===== src/rtl/ipc_pkg.sv =====
package ipc_pkg;
    parameter int PRIO_W = 8;
    parameter int SRC_W  = 24;
    localparam int WORD_W = PRIO_W + SRC_W;

    typedef logic [PRIO_W-1:0] prio_t;
    typedef logic [SRC_W-1:0]  src_t;

    localparam prio_t PRIO_NONE = '1;
    localparam src_t  SRC_NONE  = '0;
    parameter  src_t  SRC_IPI   = src_t'(2);

    typedef enum logic [1:0] {
        OP_ACCEPT  = 2'd0,
        OP_SETPRIO = 2'd1,
        OP_SETIPI  = 2'd2,
        OP_EOI     = 2'd3
    } op_e;

    typedef enum logic [1:0] {
        SLOT_EMPTY,
        SLOT_IPI,
        SLOT_EXT
    } slot_e;

    typedef struct packed {
        prio_t cur_prio;
        prio_t ipi_prio;
        prio_t pend_prio;
        src_t  pend_src;
        logic  resend;
    } ctl_state_t;

    typedef struct packed {
        logic              acc_v;
        logic [WORD_W-1:0] acc_word;
        logic              rej_v;
        src_t              rej_src;
        logic              rsnd_v;
        logic              ack_v;
        logic              nak_v;
    } evt_t;

    function automatic slot_e slot_of(src_t s);
        if (s == SRC_NONE)     return SLOT_EMPTY;
        else if (s == SRC_IPI) return SLOT_IPI;
        else                   return SLOT_EXT;
    endfunction
endpackage


===== src/rtl/ipc_engine.sv =====
module ipc_engine
    import ipc_pkg::*;
(
    input  ctl_state_t         cur,
    input  logic               cmd_valid,
    input  op_e                cmd_op,
    input  logic [WORD_W-1:0]  cmd_data,
    input  logic               eoi_level,
    input  logic               offer_valid,
    input  src_t               offer_src,
    input  prio_t              offer_prio,
    output ctl_state_t         nxt,
    output evt_t               ev
);
    prio_t arg;
    prio_t eoi_prio;
    src_t  eoi_src;
    prio_t new_prio;
    slot_e slot_cur;
    logic  ipi_wins;
    logic  offer_fits;

    always_comb begin
        arg       = cmd_data[PRIO_W-1:0];
        eoi_prio  = cmd_data[WORD_W-1:SRC_W];
        eoi_src   = cmd_data[SRC_W-1:0];
        new_prio  = (cmd_op == OP_EOI) ? eoi_prio : arg;
        slot_cur  = slot_of(cur.pend_src);
        ipi_wins  = (cur.ipi_prio < new_prio) && (cur.ipi_prio <= cur.pend_prio);
        offer_fits = (offer_src != SRC_NONE) && (offer_prio < cur.cur_prio)
                     && (offer_prio < cur.pend_prio);
        nxt = cur;
        ev  = '0;

        if (cmd_valid) begin
            unique case (cmd_op)
                OP_ACCEPT: begin
                    ev.acc_v    = 1'b1;
                    ev.acc_word = {cur.cur_prio, cur.pend_src};
                    if (slot_cur != SLOT_EMPTY) begin
                        nxt.cur_prio  = cur.pend_prio;
                        nxt.pend_prio = PRIO_NONE;
                        nxt.pend_src  = SRC_NONE;
                    end
                end
                OP_SETIPI: begin
                    nxt.ipi_prio = arg;
                    if (arg < cur.cur_prio) begin
                        if (arg <= cur.pend_prio && slot_cur == SLOT_EXT) begin
                            ev.rej_v   = 1'b1;
                            ev.rej_src = cur.pend_src;
                        end
                        nxt.pend_prio = arg;
                        nxt.pend_src  = SRC_IPI;
                    end
                    if (arg > cur.ipi_prio && arg > cur.cur_prio) begin
                        ev.rsnd_v  = cur.resend;
                        nxt.resend = 1'b0;
                    end
                end
                OP_SETPRIO, OP_EOI: begin
                    if (cmd_op == OP_EOI || arg > cur.cur_prio) begin
                        nxt.cur_prio = new_prio;
                        if (ipi_wins) begin
                            nxt.pend_prio = cur.ipi_prio;
                            nxt.pend_src  = SRC_IPI;
                        end
                        ev.rsnd_v  = cur.resend;
                        nxt.resend = 1'b0;
                        if (cmd_op == OP_EOI && eoi_level
                            && slot_of(eoi_src) == SLOT_EXT) begin
                            ev.rej_v   = 1'b1;
                            ev.rej_src = eoi_src;
                        end
                    end else if (arg < cur.cur_prio) begin
                        nxt.cur_prio = arg;
                        if (arg <= cur.pend_prio) begin
                            nxt.pend_prio = PRIO_NONE;
                            nxt.pend_src  = SRC_NONE;
                            if (slot_cur == SLOT_EXT) begin
                                ev.rej_v   = 1'b1;
                                ev.rej_src = cur.pend_src;
                            end
                        end
                    end
                end
            endcase
            if (offer_valid) begin
                ev.nak_v   = 1'b1;
                nxt.resend = 1'b1;
            end
        end else if (offer_valid) begin
            if (offer_fits) begin
                ev.ack_v = 1'b1;
                if (slot_cur == SLOT_EXT) begin
                    ev.rej_v   = 1'b1;
                    ev.rej_src = cur.pend_src;
                end
                nxt.pend_prio = offer_prio;
                nxt.pend_src  = offer_src;
            end else begin
                ev.nak_v   = 1'b1;
                nxt.resend = 1'b1;
            end
        end
    end
endmodule


===== src/rtl/ipc_store.sv =====
module ipc_store
    import ipc_pkg::*;
(
    input  logic       clk,
    input  logic       rst_n,
    input  ctl_state_t nxt,
    input  evt_t       ev,
    output ctl_state_t st,
    output evt_t       ev_q,
    output slot_e      slot_q
);
    always_ff @(posedge clk) begin
        if (!rst_n) begin
            st.cur_prio  <= '0;
            st.ipi_prio  <= PRIO_NONE;
            st.pend_prio <= PRIO_NONE;
            st.pend_src  <= SRC_NONE;
            st.resend    <= 1'b0;
            ev_q         <= '0;
            slot_q       <= SLOT_EMPTY;
        end else begin
            st     <= nxt;
            ev_q   <= ev;
            slot_q <= slot_of(nxt.pend_src);
        end
    end

    p_resend_had_flag_r5: assert property (@(posedge clk) disable iff (!rst_n)
        ev_q.rsnd_v |-> $past(st.resend));

    p_empty_slot_prio_r1: assert property (@(posedge clk) disable iff (!rst_n)
        (slot_q == SLOT_EMPTY) |-> (st.pend_prio == PRIO_NONE));
endmodule


===== src/rtl/irq_presenter.sv =====
module irq_presenter
    import ipc_pkg::*;
(
    input  logic              clk,
    input  logic              rst_n,
    input  logic              cmd_valid,
    input  logic [1:0]        cmd_op,
    input  logic [WORD_W-1:0] cmd_data,
    input  logic              eoi_level,
    input  logic              offer_valid,
    input  logic [SRC_W-1:0]  offer_src,
    input  logic [PRIO_W-1:0] offer_prio,
    output logic              irq_out,
    output logic              acc_valid,
    output logic [WORD_W-1:0] acc_word,
    output logic              rej_valid,
    output logic [SRC_W-1:0]  rej_src,
    output logic              resend_valid,
    output logic              offer_ack,
    output logic              offer_nak
);
    ctl_state_t st;
    ctl_state_t nxt;
    evt_t       ev;
    evt_t       ev_q;
    slot_e      slot_q;
    op_e        op;

    assign op = op_e'(cmd_op);

    ipc_engine u_engine (
        .cur         (st),
        .cmd_valid   (cmd_valid),
        .cmd_op      (op),
        .cmd_data    (cmd_data),
        .eoi_level   (eoi_level),
        .offer_valid (offer_valid),
        .offer_src   (offer_src),
        .offer_prio  (offer_prio),
        .nxt         (nxt),
        .ev          (ev)
    );

    ipc_store u_store (
        .clk    (clk),
        .rst_n  (rst_n),
        .nxt    (nxt),
        .ev     (ev),
        .st     (st),
        .ev_q   (ev_q),
        .slot_q (slot_q)
    );

    always_comb begin
        irq_out      = (slot_q != SLOT_EMPTY) && (st.pend_prio < st.cur_prio);
        acc_valid    = ev_q.acc_v;
        acc_word     = ev_q.acc_word;
        rej_valid    = ev_q.rej_v;
        rej_src      = ev_q.rej_src;
        resend_valid = ev_q.rsnd_v;
        offer_ack    = ev_q.ack_v;
        offer_nak    = ev_q.nak_v;
    end

    p_accept_empties_r3: assert property (@(posedge clk) disable iff (!rst_n)
        (cmd_valid && op == OP_ACCEPT && st.pend_src != SRC_NONE && !offer_valid)
        |=> (st.pend_src == SRC_NONE && st.pend_prio == PRIO_NONE && acc_valid));

    p_ipi_takes_slot_r4: assert property (@(posedge clk) disable iff (!rst_n)
        (cmd_valid && op == OP_SETIPI && cmd_data[PRIO_W-1:0] < st.cur_prio)
        |=> (st.pend_src == SRC_IPI && st.pend_prio == $past(cmd_data[PRIO_W-1:0])));

    p_lower_clears_flag_r6: assert property (@(posedge clk) disable iff (!rst_n)
        (cmd_valid && op == OP_SETPRIO && cmd_data[PRIO_W-1:0] > st.cur_prio && !offer_valid)
        |=> !st.resend);

    p_same_prio_idle_r7: assert property (@(posedge clk) disable iff (!rst_n)
        (cmd_valid && op == OP_SETPRIO && cmd_data[PRIO_W-1:0] == st.cur_prio && !offer_valid)
        |=> ($stable(st) && !rej_valid && !resend_valid));

    p_reject_never_ipi_r8: assert property (@(posedge clk) disable iff (!rst_n)
        rej_valid |-> (rej_src != SRC_IPI && rej_src != SRC_NONE));

    p_offer_single_answer_r11: assert property (@(posedge clk) disable iff (!rst_n)
        $onehot0({offer_ack, offer_nak}));

    p_refused_sets_flag_r11: assert property (@(posedge clk) disable iff (!rst_n)
        offer_nak |-> st.resend);

    p_pulse_one_cycle_r12: assert property (@(posedge clk) disable iff (!rst_n)
        (offer_valid && !cmd_valid) |=> (offer_ack || offer_nak));
endmodule


===== config.mk =====
export PLATFORM = sky130hd
export DESIGN_NAME = irq_presenter
export DESIGN_NICKNAME = d
export VERILOG_FILES = /design/src/rtl/ipc_pkg.sv /design/src/rtl/ipc_engine.sv /design/src/rtl/ipc_store.sv /design/src/rtl/irq_presenter.sv
export SDC_FILE = /design/constraint.sdc
export NUM_CORES = 1
export LEC_CHECK = 0
export ABC_CLOCK_PERIOD_IN_PS = 4100
export CORE_AREA = 2 2 114 116
export CTS_BUF_LIST = sky130_fd_sc_hd__clkbuf_8
export CTS_CLUSTER_SIZE = 16
export DETAILED_ROUTE_END_ITERATION = 16
export DIE_AREA = 0 0 116 118
export DONT_BUFFER_PORTS = 1
export PLACE_DENSITY = 0.69
export SLEW_MARGIN = 15
export SYNTH_ARGS = -nofsm -noshare
export SYNTH_HDL_FRONTEND = slang
export SYNTH_HIERARCHICAL = 1
export SYNTH_SLANG_ARGS = --single-unit

===== constraint.sdc =====
create_clock -name clk -period 4.1 [get_ports clk]
set_input_delay 0.82 -clock clk [delete_from_list [all_inputs] [get_ports clk]]
set_output_delay 0.82 -clock clk [all_outputs]
set_load 0.005 [all_outputs]

Word-level counts from Yosys, hierarchy flattened
Index checks and enable logic that the tools add are counted.

operators by class
  reductions and logical operators = 29
  multiplexer cells = 47
  bitwise operators = 2
  magnitude comparators = 9
  eq/ne operators = 18

operators by type and width
  operator             count
  $mux 25              10
  $mux 32              7
  $mux 33              3
  $pmux 32 s3          1
  $eq 24x2->1 const B  3
  $logic_not 24->1     3
  $pmux 26 s2          1
  $lt 8x8->1           5
  $mux 8               4
  $reduce_bool 24->1   1
  $gt 8x8->1           2
  $le 8x8->1           2
  $mux 2               8
  $pmux 8 s2           1
  $ne 3x2->1 const B   4
  $mux 1               11
  $reduce_bool 2->1    5
  $eq 2x2->1 const B   4
  $logic_and 1x1->1    8
  $ne 4x2->1 const B   2
  $reduce_and 7->1     1
  $reduce_and 5->1     1
  $ne 4x3->1 const B   1
  $reduce_and 2->1     2
  other kinds (13)     15

word-level totals
  output and inout port bits = 62
  flip-flop bits (word level) = 112

Longest topological paths before layout
Gate-level depths: netlist (run 1).

  word-level depth = 12
  depth in mapped cells = 15

Cells and area by module
The synthesis (run 1) kept the hierarchy.

by module, submodules not included
  module         seq. area each (um2)  times used  cells each  area each (um2)
  ipc_engine     0.0                   1           482         3423.3
  ipc_store      2242.2                1           245         3070.4
  irq_presenter  0.0                   1           27          191.4

Least setup slack after synthesis (run 1)
OpenSTA, ideal clock, no wires.

  path type = input to register
  start point = input cmd_op[0]
  end point = register u_store.slot_q[1]
  data required time = 3985 ps
  slack = 649 ps
  data arrival time = 3336 ps
  stages on the path = 15
  path through = and2_1 > buf_4 > mux2i_1 > ha_1 > o211ai_1 > nor2_1 > a221oi_1 > nand3_1 > and2b_2 > o31a_4 > buf_6 > nor2_1 > nor4_2 > nand4_1 > o21a_1

RTL lines
  item                  line                RTL
  start, declared       irq_presenter.sv:7  input logic [1:0] cmd_op,
  end signal, assigned  ipc_store.sv:24     slot_q <= slot_of(nxt.pend_src);
  end, declared         ipc_store.sv:10     output slot_e slot_q

==> results of run 1 <==
==> sequential cells by signal (all words and copies together), names as in the netlist <==
name            count
u_store/ev_q       61
u_store/st         49
u_store/slot_q      2
==> per-stage QoR <==
step	utilization	cells
floorplan	-	754
global placement	0.5462	897
detailed placement	0.5462	897
CTS	0.5631	913
global route	0.5631	913
finish	0.5631	913
==> per-layer routing <==
layer	vias up	share of wire	GRT usage	routed length [µm]
met5	-	0	0	0
met4	0	0.023	0.08408	436
met3	31	0.078	0.05201	1489
met2	256	0.44	0.4189	8398
met1	2624	0.46	0.4080	8749
li1	2655	-	-	-
==> area by class of cell <==
class | instances | area [µm²]
fill | 1155 | 5424
multi-input combinational | 566 | 4096
sequential | 112 | 2242
tap | 172 | 215.2
inverter | 37 | 138.9
clock buffer | 9 | 123.9
timing repair buffer | 10 | 87.58
clock inverter | 7 | 86.33
==> worst max-delay path, stage by stage <==
cell	delay (ns)
and2_1	0.10
buf_4	0.20
mux2i_1	0.32
ha_1	0.30
nand4_1	0.12
nor2_1	0.06
a221oi_1	0.27
nand3_1	0.16
and2b_2	0.26
o31a_4	0.35
nor2_1	0.12
nor4_2	0.30
nand4_1	0.15
o21a_1	0.20
==> power breakdown <==
group / switching, mW / internal (mW)
sequential: 0.0444 / 1.13
clock: 0.411 / 0.295
combinational: 0.378 / 0.279
==> worst max-delay path by stage <==
| stage | slack, ns | cells past startpoint | endpoint | from |
|---|---|---|---|---|
| floorplan | 0.65 | 15 | u_store/slot_q[1]$_SDFF_PP0_ | cmd_op[0] |
| global placement | 0.38 | 14 | u_store/slot_q[1]$_SDFF_PP0_ | cmd_op[0] |
| detailed placement | 0.27 | 14 | u_store/slot_q[1]$_SDFF_PP0_ | cmd_op[0] |
| CTS | 0.68 | 14 | u_store/slot_q[1]$_SDFF_PP0_ | cmd_op[0] |
| global route | 0.34 | 14 | u_store/slot_q[1]$_SDFF_PP0_ | cmd_op[0] |
| finish | 0.63 | 14 | u_store/slot_q[1]$_SDFF_PP0_ | cmd_op[0] |
==> cell usage after synthesis (17+ instances only) <==
library cell,count,area (µm²)
dfxtp_1,112,2242
and2_1,93,581.8
nand2_1,38,142.6
a21oi_1,19,95.09
and3_1,28,175.2
a22o_1,23,201.4
nor2_1,47,176.4
o21ai_0,34,170.2
ha_1,60,750.7
inv_1,37,138.9
mux2i_1,40,400.4
nor4_1,20,125.1
clkbuf_1,17,63.81
nand2b_1,20,125.1
==> logic make-up after synthesis <==
group | after synthesis
AND/OR/NAND/NOR | 317
multiplexers | 48
AO/OA/AOI/OAI | 141
flip-flops | 112
adder cells (fa/ha/maj) | 60
buffers and inverters | 76
==> results.toml, run 1 <==
[synth]
synth_cells = 754
synth_top_family_by_area = "simple AND/OR/NAND/NOR gates"
yosysWarningCount = 6
synth.net_count = 885
seq_area_frac_synth = 0.3354
postSynthRegisterBits = 112
synthDistinctLibCells = 69
syn_area_um2 = 6685
synthMuxAreaShare = 0.07337
synth_edf_count = 0
yosys.area_share.simple = 0.2719
synth_compound_gate_area_share = 0.1548
synth_ff_type = "dfxtp_1"
async_flop_share = 0
syn_area_per_cell_um2 = 8.866
synth-adder-area-share = 0.1123
synthXorXnorAreaFrac = 0

[route]
dr.pass1.iters = 6
drt_iter0_markers = 668
drt-total-wl_mm = 19.07
ant_nets = 0
vias_per_cell = 6.096
route.detailed.drc = 0
wl_per_cell_um = 20.89
vias = 5566

[critical_path]
start_kind = "input pin"
rr_startpoint = "u_store/st[44]$_SDFF_PN0_"
critPathRequiredTime_ns = 4.39
crit_arrival_ns = 3.76
r2r_slack_ns = 0.65
end_kind = "register"
cp_max_fo = 23
r2r_end = "u_store/slot_q[1]$_SDFF_PP0_"
ff2ff_path_depth = 12
critPathKind = "input pin to register"

[timing]
relSlewSlack = 0.2997
hold_viol_final = 0
timing.final.crit_share = 0.8455
timing.hold.ws_ns = 0.5013
fmax_mhz = 288.5
skew_ns = 0.01876
finalCriticalPeriod_ns = 3.466
final-setup-viol-count = 0
rsz0062_at_grt = "no"
final.setup.tns_ns = 0
final.setup.worst_slack_ns = 0.6336
drv_slew = 0
worstMarginPinSlew_ns = 1.050

[hold_path]
whs_path_depth = 1
hold_class = "input pin to register"
whs_endpoint = "u_store/st[30]$_SDFF_PN1_"
min_from = "rst_n"

[die]
rows = 41
die_h_um = 118
start_util = 0.5385
die_area_um2 = 13690
core_um2 = 12410
die_w_um = 116
num_io_pins = 133

[clock_tree]
htree_num_levels = 3
cts_resized = 0
numCtsBuffers = 9
postCtsSetupRepairBufs = 0
clockBufferDepth = 2
cts.sink_count = 112
cts.clk_slew.worst_paths_ns = 0.11
clkLatencyLatePin_ns = 0.39
cts_hold_buf = 0
root_buffer = "clkbuf_8"
cts_tree = "done"

[run]
drv_cap = 0

[place]
place_area_um2 = 6780
place_ws_ns = 0.2708
dp_hpwl_mm = 14.11
place.gp.congestion = 0.9625
numPortBuffers = 0

[pwr]
powerDensity_nw_per_um2 = 362.9
power.total_mw = 2.537
vdd_ir_drop_max_v = 0.0002042
leakagePower_nw = 3.193

[global_route]
track_usage = 0.2803
grt_max_degree = 112
grt_pass1_vias = 5217
overflow = 0
antenna_found_initial = 0
grt_pass1_wl_mm = 29.71

[layout]
design_area_um2 = 6990
final_layout_size_suffix_gt1_frac = 0.08502
nets = 867
area_delta_synth_final_pct = 4.567
final_common_cell = "dfxtp_1"
antenna_cells = 0
final_cell_mix = "dfxtp_1, and2_1, ha_1"

[run_status]
status = "finished, final reports clean"
Power figures use the tool's default switching activity.
==> run 2, diff against run 1 <==
--- a/config.mk
+++ b/config.mk
@@ -5,14 +5,14 @@
 export SDC_FILE = /design/constraint.sdc
 export NUM_CORES = 1
 export LEC_CHECK = 0
-export ABC_CLOCK_PERIOD_IN_PS = 4100
+export ABC_CLOCK_PERIOD_IN_PS = 2900
 export CORE_AREA = 2 2 114 116
 export CTS_BUF_LIST = sky130_fd_sc_hd__clkbuf_8
 export CTS_CLUSTER_SIZE = 16
 export DETAILED_ROUTE_END_ITERATION = 16
 export DIE_AREA = 0 0 116 118
 export DONT_BUFFER_PORTS = 1
-export PLACE_DENSITY = 0.69
+export PLACE_DENSITY = 0.72
 export SLEW_MARGIN = 15
 export SYNTH_ARGS = -nofsm -noshare
 export SYNTH_HDL_FRONTEND = slang
==> constraint.sdc (replaced) <==
create_clock -name clk -period 2.9 [get_ports clk]
set_input_delay 0.58 -clock clk [delete_from_list [all_inputs] [get_ports clk]]
set_output_delay 0.58 -clock clk [all_outputs]
set_load 0.005 [all_outputs]
==> results.toml, run 2 (synthesized netlist as in run 1, its figures left out) <==
[run_status]
status = "finished, violations left"
violations = "setup timing"

[die]
start_util = 0.5385
rows = 41
die_w_um = 116
die_h_um = 118
num_io_pins = 133
core_um2 = 12410
die_area_um2 = 13690

[place]
numPortBuffers = 0
place_area_um2 = 7224
place.gp.congestion = 0.9446
place_ws_ns = -0.5177
dp_hpwl_mm = 16.52

[global_route]
grt_pass1_vias = 5908
grt_max_degree = 112
antenna_found_initial = 0
grt_pass1_wl_mm = 34.02
overflow = 0
track_usage = 0.3264

[hold_path]
hold_class = "input pin to register"

[critical_path]
cp_max_fo = 16
worst-path-buf-inv = 1
critPathKind = "input pin to register"
cp_cell_sequence = "and2_4, mux2i_2, ha_1, a21oi_1, nand2_1, a221oi_1, nand3_1, and2b_2, o31a_4, buf_6, nor2_4, nor4_4, nand4_1, o21a_1"
crit_slowest_cell = "ha_1"
r2r_slack_ns = -0.16
crit_family = "simple AND/OR/NAND/NOR gates"
critPathRequiredTime_ns = 3.20
max_stage_delay_ns = 0.30
end_kind = "register"
crit_arrival_ns = 3.39
start_kind = "input pin"

[pwr]
combPwrFrac = 0.320
pwr-share-seq = 0.433
power.total_mw = 3.814
leakagePower_nw = 3.537
pwr-share-clk = 0.247
vdd_ir_drop_max_v = 0.0004408
p_sw_mw = 1.296
internal-power_mw = 2.519
powerDensity_nw_per_um2 = 490.3
swShare = 0.3397

[layout]
final_cell_mix = "dfxtp_1, and2_1, buf_4"
final_common_cell = "dfxtp_1"
final_layout_size_suffix_gt1_frac = 0.2169
antenna_cells = 0
regMostFlops = "u_store/ev_q"
top_regs = "u_store/ev_q: 61 flops, u_store/st: 49 flops, u_store/slot_q: 2 flops"
area_delta_synth_final_pct = 16.38
final_core_utilization = 0.6267
nets = 933
design_area_um2 = 7780
largest_register_ffs = 61

[clock_tree]
cts_tree = "done"
htree_num_levels = 3
cts.clk_slew.worst_paths_ns = 0.12
root_buffer = "clkbuf_8"
numCtsBuffers = 9
clkLatencyLatePin_ns = 0.40
cts.sink_count = 112
clockBufferDepth = 2

[timing]
final.setup.worst_slack_ns = -0.1953
finalCriticalPeriod_ns = 3.095
fmax_mhz = 323.1
final.setup.tns_ns = -0.3142
timing.final.crit_share = 1.067
relSlewSlack = 0.4518
skew_ns = 0.01642
drv_slew = 0
hold_viol_final = 0
rsz0062_at_grt = "yes"
final-setup-viol-count = 2
worstMarginPinSlew_ns = 0.8224

[route]
dr.pass1.iters = 5
vias = 5976
route.detailed.drc = 0
ant_nets = 0
wl_per_cell_um = 22.63
drt-total-wl_mm = 22.16
drt_iter0_markers = 585
vias_per_cell = 6.104

[run]
drv_cap = 0
## run 2: cell count changes in the layout (fill, tap and decap cells not counted), sizes merged
cell / delta
o31a: +1
buf: +64
inv: +1
bufinv: -1
clkbuf: +1
## run 2: power groups by stage
stage	Combinational [mW]	Sequential [mW]	Clock (mW)
2_1_floorplan	0.742	1.67	0
3_3_place_gp	1.04	1.68	0
3_5_place_dp	1.06	1.68	0
4_1_cts	1.15	1.65	0.957
5_1_grt	1.32	1.66	1.03
6_report	1.22	1.65	0.942
## run 2: metrics by stage
step                hold WS (ns)  cells
floorplan                 0.5537    754
global placement          0.5745    952
detailed placement        0.5894    952
CTS                       0.2394    979
global route              0.2376    979
finish                    0.2603    979
## run 2: final cells by class
cell class,instances,area (µm²)
fillers,1092,4634
multi-input cells,567,4320
flip-flops and latches,112,2250
repair buffers,75,649.4
well taps,172,215.2
inverters,37,141.4
clock buffers,9,123.9
clock inverters,7,80.08
## run 2: what timing repair did
item	CTS	global route
buffers inserted	9	0
setup endpoints to repair	2	8
cloned	2	1
resized for setup	44	16
pin swaps	24	7
hold buffers	0	0
## run 2: worst paths after layout
check	from	to	cells after the start
hold reg to reg	u_store/st[0]$_SDFF_PN0_	u_store/ev_q[2]$_SDFF_PN0_	2
setup / recovery	cmd_op[1]	u_store/slot_q[1]$_SDFF_PP0_	14
hold / removal	rst_n	u_store/st[40]$_SDFF_PN1_	1
setup reg to reg	u_store/st[46]$_SDFF_PN0_	u_store/slot_q[1]$_SDFF_PP0_	13
## run 2: worst reg2reg max path: cells and delay by family, from the launching register on
| kind | cells | cell delay [ns] |
|---|---|---|
| compound gates | 6 | 1.19 |
| fa+ha+maj | 1 | 0.28 |
| buf+inv | 2 | 0.19 |
| flops | 1 | 0.38 |
| simple gates | 4 | 0.91 |
## run 2: per-layer routing
metal / global-route usage / part of all wire / vias up
met5: 0 / 0 / -
met4: 0.1049 / 0.030 / 0
met3: 0.09423 / 0.10 / 50
met2: 0.4920 / 0.44 / 290
met1: 0.4477 / 0.43 / 2845
li1: - / - / 2791
